===== config.mk =====
export PLATFORM = sky130hd
export DESIGN_NAME = sector_read_engine
export DESIGN_NICKNAME = d
export VERILOG_FILES = /design/src/rtl/srd_pkg.sv /design/src/rtl/srd_host_port.sv /design/src/rtl/srd_byte_gate.sv /design/src/rtl/srd_seq_fsm.sv /design/src/rtl/sector_read_engine.sv
export SDC_FILE = /design/constraint.sdc
export NUM_CORES = 1
export LEC_CHECK = 0
export BUFFER_PORTS_ARGS = -buffer_cell sky130_fd_sc_hd__buf_2
export CORE_UTILIZATION = 31
export DETAILED_ROUTE_END_ITERATION = 8
export SLEW_MARGIN = 20
export SYNTH_ARGS = -nofsm -noshare
export SYNTH_HDL_FRONTEND = slang
export SYNTH_SLANG_ARGS = --single-unit

===== constraint.sdc =====
create_clock -name clk -period 3.3 [get_ports clk]
set_input_delay 0 -clock clk [delete_from_list [all_inputs] [get_ports clk]]
set_output_delay 0 -clock clk [all_outputs]
set_load 0.1 [all_outputs]

===== src/rtl/srd_pkg.sv =====
// Shared types and status bit positions for the sector read engine.
// Assumes: status bit positions are decoded by host software and must not move.
package srd_pkg;
    typedef enum logic [2:0] {
        S_IDLE   = 3'd0,
        S_SEARCH = 3'd1,
        S_WAITD  = 3'd2,
        S_XFER   = 3'd3,
        S_SKIP   = 3'd4,
        S_DRAIN  = 3'd5
    } srd_state_t;

    localparam int ST1_DE = 5;   // data error
    localparam int ST1_OR = 4;   // overrun
    localparam int ST1_ND = 2;   // no data
    localparam int ST2_CM = 6;   // control mark
    localparam int ST2_DD = 5;   // error in data field
    localparam logic [1:0] IC_NORMAL = 2'b00;
    localparam logic [1:0] IC_ABNORM = 2'b01;
endpackage


===== src/rtl/srd_host_port.sv =====
// Single-byte host holding register with a service deadline counter.
// The counter loads on every new byte and on every acknowledge. It
// decrements while a byte waits, and signals overrun when it reaches zero.
// Assumes: a new byte never arrives while the previous one still waits
// unless the command is already terminating (flush).
module srd_host_port #(
    parameter int FM_TICKS  = 27,
    parameter int MFM_TICKS = 13
) (
    input  logic       clk,
    input  logic       rst_n,
    input  logic       mfm,
    input  logic       load,
    input  logic [7:0] load_data,
    input  logic       ack,
    input  logic       flush,
    output logic       valid,
    output logic [7:0] data,
    output logic       overrun
);
    localparam int MAXT = (FM_TICKS > MFM_TICKS) ? FM_TICKS : MFM_TICKS;
    localparam int CW   = $clog2(MAXT + 1);

    logic [CW-1:0] cnt;
    logic [CW-1:0] reload;

    // Deadline selected by the latched density.
    assign reload = mfm ? CW'(MFM_TICKS) : CW'(FM_TICKS);

    // Holding register, valid flag and deadline counter.
    always_ff @(posedge clk) begin
        if (!rst_n || flush) begin
            valid <= 1'b0;
            data  <= 8'h00;
            cnt   <= '0;
        end else if (load) begin
            valid <= 1'b1;
            data  <= load_data;
            cnt   <= reload;
        end else if (valid && ack) begin
            valid <= 1'b0;
            cnt   <= reload;
        end else if (valid && cnt != '0) begin
            cnt <= cnt - 1'b1;
        end
    end

    // Deadline expired with a byte still waiting.
    assign overrun = valid && (cnt == '0);

    a_r10_count_bound: assert property (@(posedge clk) disable iff (!rst_n)
        cnt <= CW'(MAXT));
    a_r10_ack_frees: assert property (@(posedge clk) disable iff (!rst_n)
        (valid && ack && !load && !flush) |=> !valid);
    a_r2_data_hold: assert property (@(posedge clk) disable iff (!rst_n)
        (valid && !load && !flush && !ack) |=> $stable(data));
endmodule


===== src/rtl/srd_byte_gate.sv =====
// Counts the bytes of the current data field and decides whether each is
// forwarded. With a zero size code only the first DTL bytes pass.
// Assumes: clear coincides with the data field start strobe.
module srd_byte_gate #(
    parameter int CNT_W = 8
) (
    input  logic             clk,
    input  logic             rst_n,
    input  logic             clear,
    input  logic             byte_in,
    input  logic             size_zero,
    input  logic [CNT_W-1:0] dtl,
    output logic             fwd
);
    logic [CNT_W-1:0] cnt;

    // Byte position within the field, saturating at the top value.
    always_ff @(posedge clk) begin
        if (!rst_n || clear) begin
            cnt <= '0;
        end else if (byte_in && cnt != {CNT_W{1'b1}}) begin
            cnt <= cnt + 1'b1;
        end
    end

    // Forward unless a short sector has reached its transfer length.
    assign fwd = byte_in && (!size_zero || cnt < dtl);

    a_r3_dtl_limit: assert property (@(posedge clk) disable iff (!rst_n)
        (fwd && size_zero) |-> (cnt < dtl));
endmodule


===== src/rtl/srd_seq_fsm.sv =====
// Command sequencer: ID matching, index pulse counting, deleted mark handling,
// CRC verdicts, overrun and termination status.
// Assumes: stream strobes are single-cycle and at most one of them per cycle,
// apart from an index pulse that may coincide with an ID record.
module srd_seq_fsm
    import srd_pkg::*;
(
    input  logic       clk,
    input  logic       rst_n,
    input  logic       cmd_start,
    input  logic       cmd_mfm,
    input  logic       cmd_skip,
    input  logic [7:0] cmd_r,
    input  logic [2:0] cmd_n,
    input  logic [7:0] cmd_dtl,
    input  logic       idx_pulse,
    input  logic       id_valid,
    input  logic [7:0] id_r,
    input  logic       id_crc_ok,
    input  logic       dat_start,
    input  logic       dat_deleted,
    input  logic       dat_end,
    input  logic       dat_crc_ok,
    input  logic       host_valid,
    input  logic       overrun,
    output logic       xfer_en,
    output logic       term,
    output logic       mfm,
    output logic       size_zero,
    output logic [7:0] dtl,
    output logic       busy,
    output logic       done,
    output logic [7:0] st0,
    output logic [7:0] st1,
    output logic [7:0] st2
);
    srd_state_t state, nxt;
    logic       skip_q, del_q, del_n, idx_q, idx_n;
    logic [7:0] tgt_q, tgt_n;
    logic [7:0] acc1, acc2, acc1_n, acc2_n, fin1, fin2;

    // Next state, flag accumulation and termination decision.
    always_comb begin
        nxt    = state;
        term   = 1'b0;
        del_n  = del_q;
        idx_n  = idx_q;
        tgt_n  = tgt_q;
        acc1_n = acc1;
        acc2_n = acc2;
        fin1   = acc1;
        fin2   = acc2;
        unique case (state)
            S_IDLE: if (cmd_start) nxt = S_SEARCH;
            S_SEARCH: begin
                if (id_valid) begin
                    if (!id_crc_ok) begin
                        fin1[ST1_DE] = 1'b1;
                        term = 1'b1;
                    end else if (id_r == tgt_q) begin
                        nxt = S_WAITD;
                    end
                end else if (idx_pulse) begin
                    if (idx_q) begin
                        fin1[ST1_ND] = 1'b1;
                        term = 1'b1;
                    end else begin
                        idx_n = 1'b1;
                    end
                end
            end
            S_WAITD: if (dat_start) begin
                del_n = dat_deleted;
                nxt   = (dat_deleted && skip_q) ? S_SKIP : S_XFER;
            end
            S_SKIP: if (dat_end) begin
                tgt_n = tgt_q + 8'd1;
                nxt   = S_SEARCH;
            end
            S_XFER: begin
                if (overrun) begin
                    fin1[ST1_OR] = 1'b1;
                    term = 1'b1;
                end else if (dat_end) begin
                    if (!dat_crc_ok) begin
                        acc1_n[ST1_DE] = 1'b1;
                        acc2_n[ST2_DD] = 1'b1;
                    end else if (del_q) begin
                        acc2_n[ST2_CM] = 1'b1;
                    end
                    nxt = S_DRAIN;
                end
            end
            S_DRAIN: begin
                if (overrun) begin
                    fin1[ST1_OR] = 1'b1;
                    term = 1'b1;
                end else if (!host_valid) begin
                    term = 1'b1;
                end
            end
            default: nxt = S_IDLE;
        endcase
        if (term) nxt = S_IDLE;
    end

    // State, latched command options and status registers.
    always_ff @(posedge clk) begin
        if (!rst_n) begin
            state     <= S_IDLE;
            done      <= 1'b0;
            st0       <= 8'h00;
            st1       <= 8'h00;
            st2       <= 8'h00;
            mfm       <= 1'b0;
            skip_q    <= 1'b0;
            size_zero <= 1'b0;
            dtl       <= 8'h00;
            tgt_q     <= 8'h00;
            del_q     <= 1'b0;
            idx_q     <= 1'b0;
            acc1      <= 8'h00;
            acc2      <= 8'h00;
        end else begin
            state <= nxt;
            done  <= term;
            del_q <= del_n;
            idx_q <= idx_n;
            tgt_q <= tgt_n;
            acc1  <= acc1_n;
            acc2  <= acc2_n;
            if (term) begin
                st0 <= {((fin1 | fin2) != 8'h00) ? IC_ABNORM : IC_NORMAL, 6'b0};
                st1 <= fin1;
                st2 <= fin2;
            end
            if (state == S_IDLE && cmd_start) begin
                mfm       <= cmd_mfm;
                skip_q    <= cmd_skip;
                size_zero <= (cmd_n == 3'd0);
                dtl       <= cmd_dtl;
                tgt_q     <= cmd_r;
                del_q     <= 1'b0;
                idx_q     <= 1'b0;
                acc1      <= 8'h00;
                acc2      <= 8'h00;
            end
        end
    end

    assign xfer_en = (state == S_XFER);
    assign busy    = (state != S_IDLE);

    a_r11_done_single: assert property (@(posedge clk) disable iff (!rst_n)
        done |=> !done);
    a_r11_ic_code: assert property (@(posedge clk) disable iff (!rst_n)
        done |-> ((st0[7:6] == IC_ABNORM) == ((st1 | st2) != 8'h00)));
    a_r5_nd_from_search: assert property (@(posedge clk) disable iff (!rst_n)
        (done && st1[ST1_ND]) |-> ($past(state) == S_SEARCH));
endmodule


===== src/rtl/sector_read_engine.sv =====
// Top of the sector read execution engine: sequencer, byte gate and host port.
// Assumes: CLK_HZ is a whole multiple of 1 MHz; the read channel supplies
// bytes slower than the host service deadline.
module sector_read_engine #(
    parameter int CLK_HZ = 1_000_000
) (
    input  logic       clk,
    input  logic       rst_n,
    input  logic       cmd_start,
    input  logic       cmd_mfm,
    input  logic       cmd_skip,
    input  logic [7:0] cmd_r,
    input  logic [2:0] cmd_n,
    input  logic [7:0] cmd_dtl,
    input  logic       idx_pulse,
    input  logic       id_valid,
    input  logic [7:0] id_r,
    input  logic       id_crc_ok,
    input  logic       dat_start,
    input  logic       dat_deleted,
    input  logic       dat_byte_valid,
    input  logic [7:0] dat_byte,
    input  logic       dat_end,
    input  logic       dat_crc_ok,
    output logic       host_valid,
    output logic [7:0] host_data,
    input  logic       host_ack,
    output logic       busy,
    output logic       done,
    output logic [7:0] st0,
    output logic [7:0] st1,
    output logic [7:0] st2
);
    localparam int TICKS_PER_US = CLK_HZ / 1_000_000;
    localparam int FM_TICKS     = 27 * TICKS_PER_US;
    localparam int MFM_TICKS    = 13 * TICKS_PER_US;

    logic       xfer_en, term, mfm, size_zero, overrun, fwd;
    logic [7:0] dtl;

    srd_seq_fsm u_seq (
        .clk(clk), .rst_n(rst_n),
        .cmd_start(cmd_start), .cmd_mfm(cmd_mfm), .cmd_skip(cmd_skip),
        .cmd_r(cmd_r), .cmd_n(cmd_n), .cmd_dtl(cmd_dtl),
        .idx_pulse(idx_pulse), .id_valid(id_valid), .id_r(id_r),
        .id_crc_ok(id_crc_ok), .dat_start(dat_start),
        .dat_deleted(dat_deleted), .dat_end(dat_end),
        .dat_crc_ok(dat_crc_ok), .host_valid(host_valid),
        .overrun(overrun), .xfer_en(xfer_en), .term(term), .mfm(mfm),
        .size_zero(size_zero), .dtl(dtl), .busy(busy), .done(done),
        .st0(st0), .st1(st1), .st2(st2)
    );

    srd_byte_gate #(.CNT_W(8)) u_gate (
        .clk(clk), .rst_n(rst_n), .clear(dat_start),
        .byte_in(dat_byte_valid && xfer_en), .size_zero(size_zero),
        .dtl(dtl), .fwd(fwd)
    );

    srd_host_port #(.FM_TICKS(FM_TICKS), .MFM_TICKS(MFM_TICKS)) u_port (
        .clk(clk), .rst_n(rst_n), .mfm(mfm), .load(fwd),
        .load_data(dat_byte), .ack(host_ack), .flush(term),
        .valid(host_valid), .data(host_data), .overrun(overrun)
    );

    a_r1_idle_no_pending: assert property (@(posedge clk) disable iff (!rst_n)
        !busy |-> !host_valid);
endmodule


==> tab_implementation.tex <==
\begin{tabular}{lr}
\hline
Metric & Value \\
\hline
\multicolumn{2}{l}{\textbf{Synthesis}} \\
\quad Top cells by area in the synthesized netlist & sky130\_fd\_sc\_hd\_\_dfxtp\_1 36\%, sky130\_fd\_sc\_hd\_\_a21oi\_1 5.5\%, sky130\_fd\_sc\_hd\_\_buf\_4 4.7\% \\
\quad Total number of yosys warnings & 0 \\
\quad Synthesized area per cell & 8.63 um2 \\
\quad Top\_reg\_cell synth & sky130\_fd\_sc\_hd\_\_dfxtp\_1 \\
\quad Proportion of netlist area held by the largest area contributor & 0.365 \\
\quad Library cell occupying the most area in the post-synthesis netlist & sky130\_fd\_sc\_hd\_\_dfxtp\_1 \\
\quad Netlist Area Pre-Place & 3020 um2 \\
\quad Most instantiated library cell after synthesis & sky130\_fd\_sc\_hd\_\_dfxtp\_1 \\
\quad Number of enable-type register cells in the synthesized netlist & 0 \\
\quad Count of state elements after synthesis & 55 \\
\quad Yosys cell types & 56 \\
\quad Post-Synthesis Cells & 350 \\
\quad Async S/R FF share, synth & 0 \\
\quad Sequential-to-total area share from yosys stat & 0.365 \\
\quad Most used standard cells in the synthesized netlist & 55 x sky130\_fd\_sc\_hd\_\_dfxtp\_1, 36 x sky130\_fd\_sc\_hd\_\_nand2\_1, 33 x sky130\_fd\_sc\_hd\_\_a21oi\_1, 33 x sky130\_fd\_sc\_hd\_\_nor2\_1, 19 x sky130\_fd\_sc\_hd\_\_buf\_4 \\
\multicolumn{2}{l}{\textbf{Run}} \\
\quad Number of maximum-capacitance violations & 0 \\
\multicolumn{2}{l}{\textbf{Pwr}} \\
\quad Highest ir drop seen on vdd & 0.000178 V \\
\quad Reported leakage power & 1.55 nW \\
\quad Total power density per cell area & 383 nW/um2 \\
\multicolumn{2}{l}{\textbf{Routing}} \\
\quad Drc violations & 0 \\
\quad DRT iter0 DRCs & 95 \\
\quad Post-Route M1 WL & 3.25 mm \\
\quad Number of nets with antenna violations after routing & 0 \\
\quad Per-cell routed wire length & 12.1 um \\
\quad Final routed wirelength across all metal layers & 6.92 mm \\
\quad Routed wl met2 & 3.26 mm \\
\quad Length of routed met3 wiring & 378 um \\
\quad Iteration count of the initial detailed-routing pass & 4 \\
\quad Highest metal used & met4 \\
\quad Via count & between 2k and 3k \\
\quad Average via count per standard cell & 4.70 \\
\multicolumn{2}{l}{\textbf{Floorplan}} \\
\quad Vertical extent of the die & 101 um \\
\quad Initial core utilization & 0.324 \\
\quad Die Wd & $\sim$100 um \\
\quad Number of cell rows & 35 \\
\quad Number of top-level design ports & 84 \\
\quad DIE AREA & 10,100 um2 \\
\quad Core area & 9330 um2 \\
\multicolumn{2}{l}{\textbf{Timing}} \\
\quad Final count of negative-setup-slack endpoints & 0 \\
\quad Post-route clock skew & 15.3 ps \\
\quad Shortest clock period the worst path allows after layout & 2680 ps \\
\quad Max-Slew Margin vs Limit & 0.384 \\
\quad Final hold violation count & 0 \\
\quad Fin crit share & 0.812 \\
\quad Slew at the pin with the worst max-slew slack & about 920 ps \\
\quad Maximum operating frequency & $\sim$370 MHz \\
\quad Number of pins with negative max-slew slack in the final report & 0 \\
\quad Sum of negative setup slack & 0 ps \\
\quad Min Hold Slack & 43.9 ps \\
\quad Unrepaired setup endpoints after global routing & no \\
\multicolumn{2}{l}{\textbf{Critical path}} \\
\quad Critical path data required time & 3530 ps \\
\quad Data arrival time of the critical path & 2910 ps \\
\quad Capturing element type of the critical path & flop \\
\quad Nature of the critical path startpoint & flop \\
\quad Setup Crit Path Kind & flop to flop \\
\quad Biggest fanout along the worst timing path & 28 \\
\multicolumn{2}{l}{\textbf{Clock tree}} \\
\quad Number of buffers inserted for hold repair after clock tree synthesis & 32 \\
\quad Clock latency on the worst-skew pair & roughly 320 ps \\
\quad H-tree depth reported by CTS & 2 \\
\quad Root Driver & sky130\_fd\_sc\_hd\_\_clkbuf\_8 \\
\quad Clk pin slew, worst setup/hold paths & 110 ps \\
\quad Post-cts resize count & 0 \\
\quad Clock sink count & 55 \\
\quad Clock buffers created by TritonCTS & 5 \\
\quad Buffers inserted during post-CTS setup optimization & 0 \\
\quad CTS tree & built \\
\quad Number of buffers on the longest clock path & 2 \\
\multicolumn{2}{l}{\textbf{Status}} \\
\quad Outcome & finished, final reports clean \\
\multicolumn{2}{l}{\textbf{Final layout}} \\
\quad Synth-to-Final Area Change & 26.4\% \\
\quad Cell area after layout & 3810 um2 \\
\quad Fraction of layout cells with a size suffix above 1 & 0.208 \\
\quad Final antenna diode count & 0 \\
\quad Number of nets at the end of the flow & between 500 and 600 \\
\multicolumn{2}{l}{\textbf{Global routing}} \\
\quad Number of antenna violations at the first check in global routing & 0 \\
\quad GR Util All Layers & 0.138 \\
\quad Aggregate global routing overflow & 0 \\
\quad Wire length of the first global-routing pass & 11.2 mm \\
\quad Via count of the first global-routing pass & 2,431 \\
\quad Pin count of the biggest net entering global routing & 29 \\
\multicolumn{2}{l}{\textbf{Hold path}} \\
\quad Hold WC Path Type & input pin to flop \\
\multicolumn{2}{l}{\textbf{Placed design}} \\
\quad Post-DP Area & 3370 um2 \\
\quad Detailed-placement wirelength estimate & 5.11 mm \\
\quad Final weighted congestion in routability-driven placement & $\sim$0.84 \\
\quad Number of port buffers & between 60 and 70 \\
\hline
\end{tabular}
## layout by cell type (no fill, tap or decap), types with 11 or more instances in the layout
master	count
sky130_fd_sc_hd__buf_2	65
sky130_fd_sc_hd__a21oi_1	33
sky130_fd_sc_hd__dfxtp_1	55
sky130_fd_sc_hd__nand3_1	14
sky130_fd_sc_hd__nand2_1	36
sky130_fd_sc_hd__xnor2_1	16
sky130_fd_sc_hd__inv_1	15
sky130_fd_sc_hd__nor2_1	33
sky130_fd_sc_hd__ha_1	11
sky130_fd_sc_hd__conb_1	18
sky130_fd_sc_hd__dlygate4sd3_1	32
## through the flow
stage          setup slack (ps)  utilization  power, W  instances
2_1_floorplan              1210            -  0.000934        367
3_3_place_gp               1280        0.362  0.000971        531
3_5_place_dp               1210        0.362  0.000973        531
4_1_cts                     646        0.409   0.00148        571
5_1_grt                     392        0.409   0.00153        571
6_report                    622        0.409   0.00146        571
## routing by layer
metal	track usage	vias to the layer above
met1	0.176	1236
met3	0.0354	5
met4	0.0279	0
met2	0.234	74
met5	0	-
li1	-	1368
## registers in the layout (all words and copies together), names as in the netlist
name,cells
u_gate.cnt,8
u_seq.idx_q,1
u_seq.acc2,2
u_seq.done,1
u_port.cnt,5
u_seq.st0,1
u_seq.st1,3
u_seq.skip_q,1
u_seq.state,3
u_port.valid,1
u_seq.mfm,1
u_seq.size_zero,1
u_seq.st2,2
u_port.data,8
u_seq.dtl,8
u_seq.del_q,1
u_seq.tgt_q,8
## power breakdown
group	total [W]	internal (W)	switching (W)	leakage, nW
Combinational	0.000283	0.0000933	0.000190	1.04
Sequential	0.000702	0.000683	0.0000195	0.447
Clock	0.000477	0.000250	0.000228	0.0618
Total	0.00146	0.00103	0.000437	1.55
## cell families (layout without fill, tap and decap cells)
family,after synthesis,count (layout),synth area share
other cells,1,18,0.00124
mux,6,6,0.0203
simple gates,125,125,0.220
xor+xnor,25,25,0.0725
buf+inv,47,122,0.0874
compound gates,80,80,0.188
flops,55,55,0.365
fa+ha+maj,11,11,0.0456
## worst paths after layout
path,from,slack [ps],to,cells after the start
setup / recovery,u_seq.state[0]$_SDFFE_PP0P_,620,u_seq.size_zero$_SDFFE_PN0P_,6
hold / removal,rst_n,40,u_seq.acc2[5]$_SDFFE_PP0P_,3
setup reg to reg,u_seq.state[0]$_SDFFE_PP0P_,620,u_seq.size_zero$_SDFFE_PN0P_,6
hold reg to reg,u_seq.dtl[6]$_SDFFE_PN0P_,460,u_seq.dtl[6]$_SDFFE_PN0P_,2
## worst max-delay path, stage by stage (launching register included)
cell                            delay, ps
sky130_fd_sc_hd__dfxtp_1              470
sky130_fd_sc_hd__nor3_1               350
sky130_fd_sc_hd__nand2_1              600
sky130_fd_sc_hd__nor4_1               400
sky130_fd_sc_hd__dlygate4sd3_1        610
sky130_fd_sc_hd__a21oi_1               40
sky130_fd_sc_hd__nor2_1               110
## cell type report
type                    count  area (um2)
clock buffers               6        82.6
clock inverters             2        38.8
fillers                   932        5510
inverters                  16        60.1
multi-input cells         265        1720
flip-flops and latches     55        1100
well taps                 129         161
repair buffers             98         653
(Power assumes the default switching activity.)
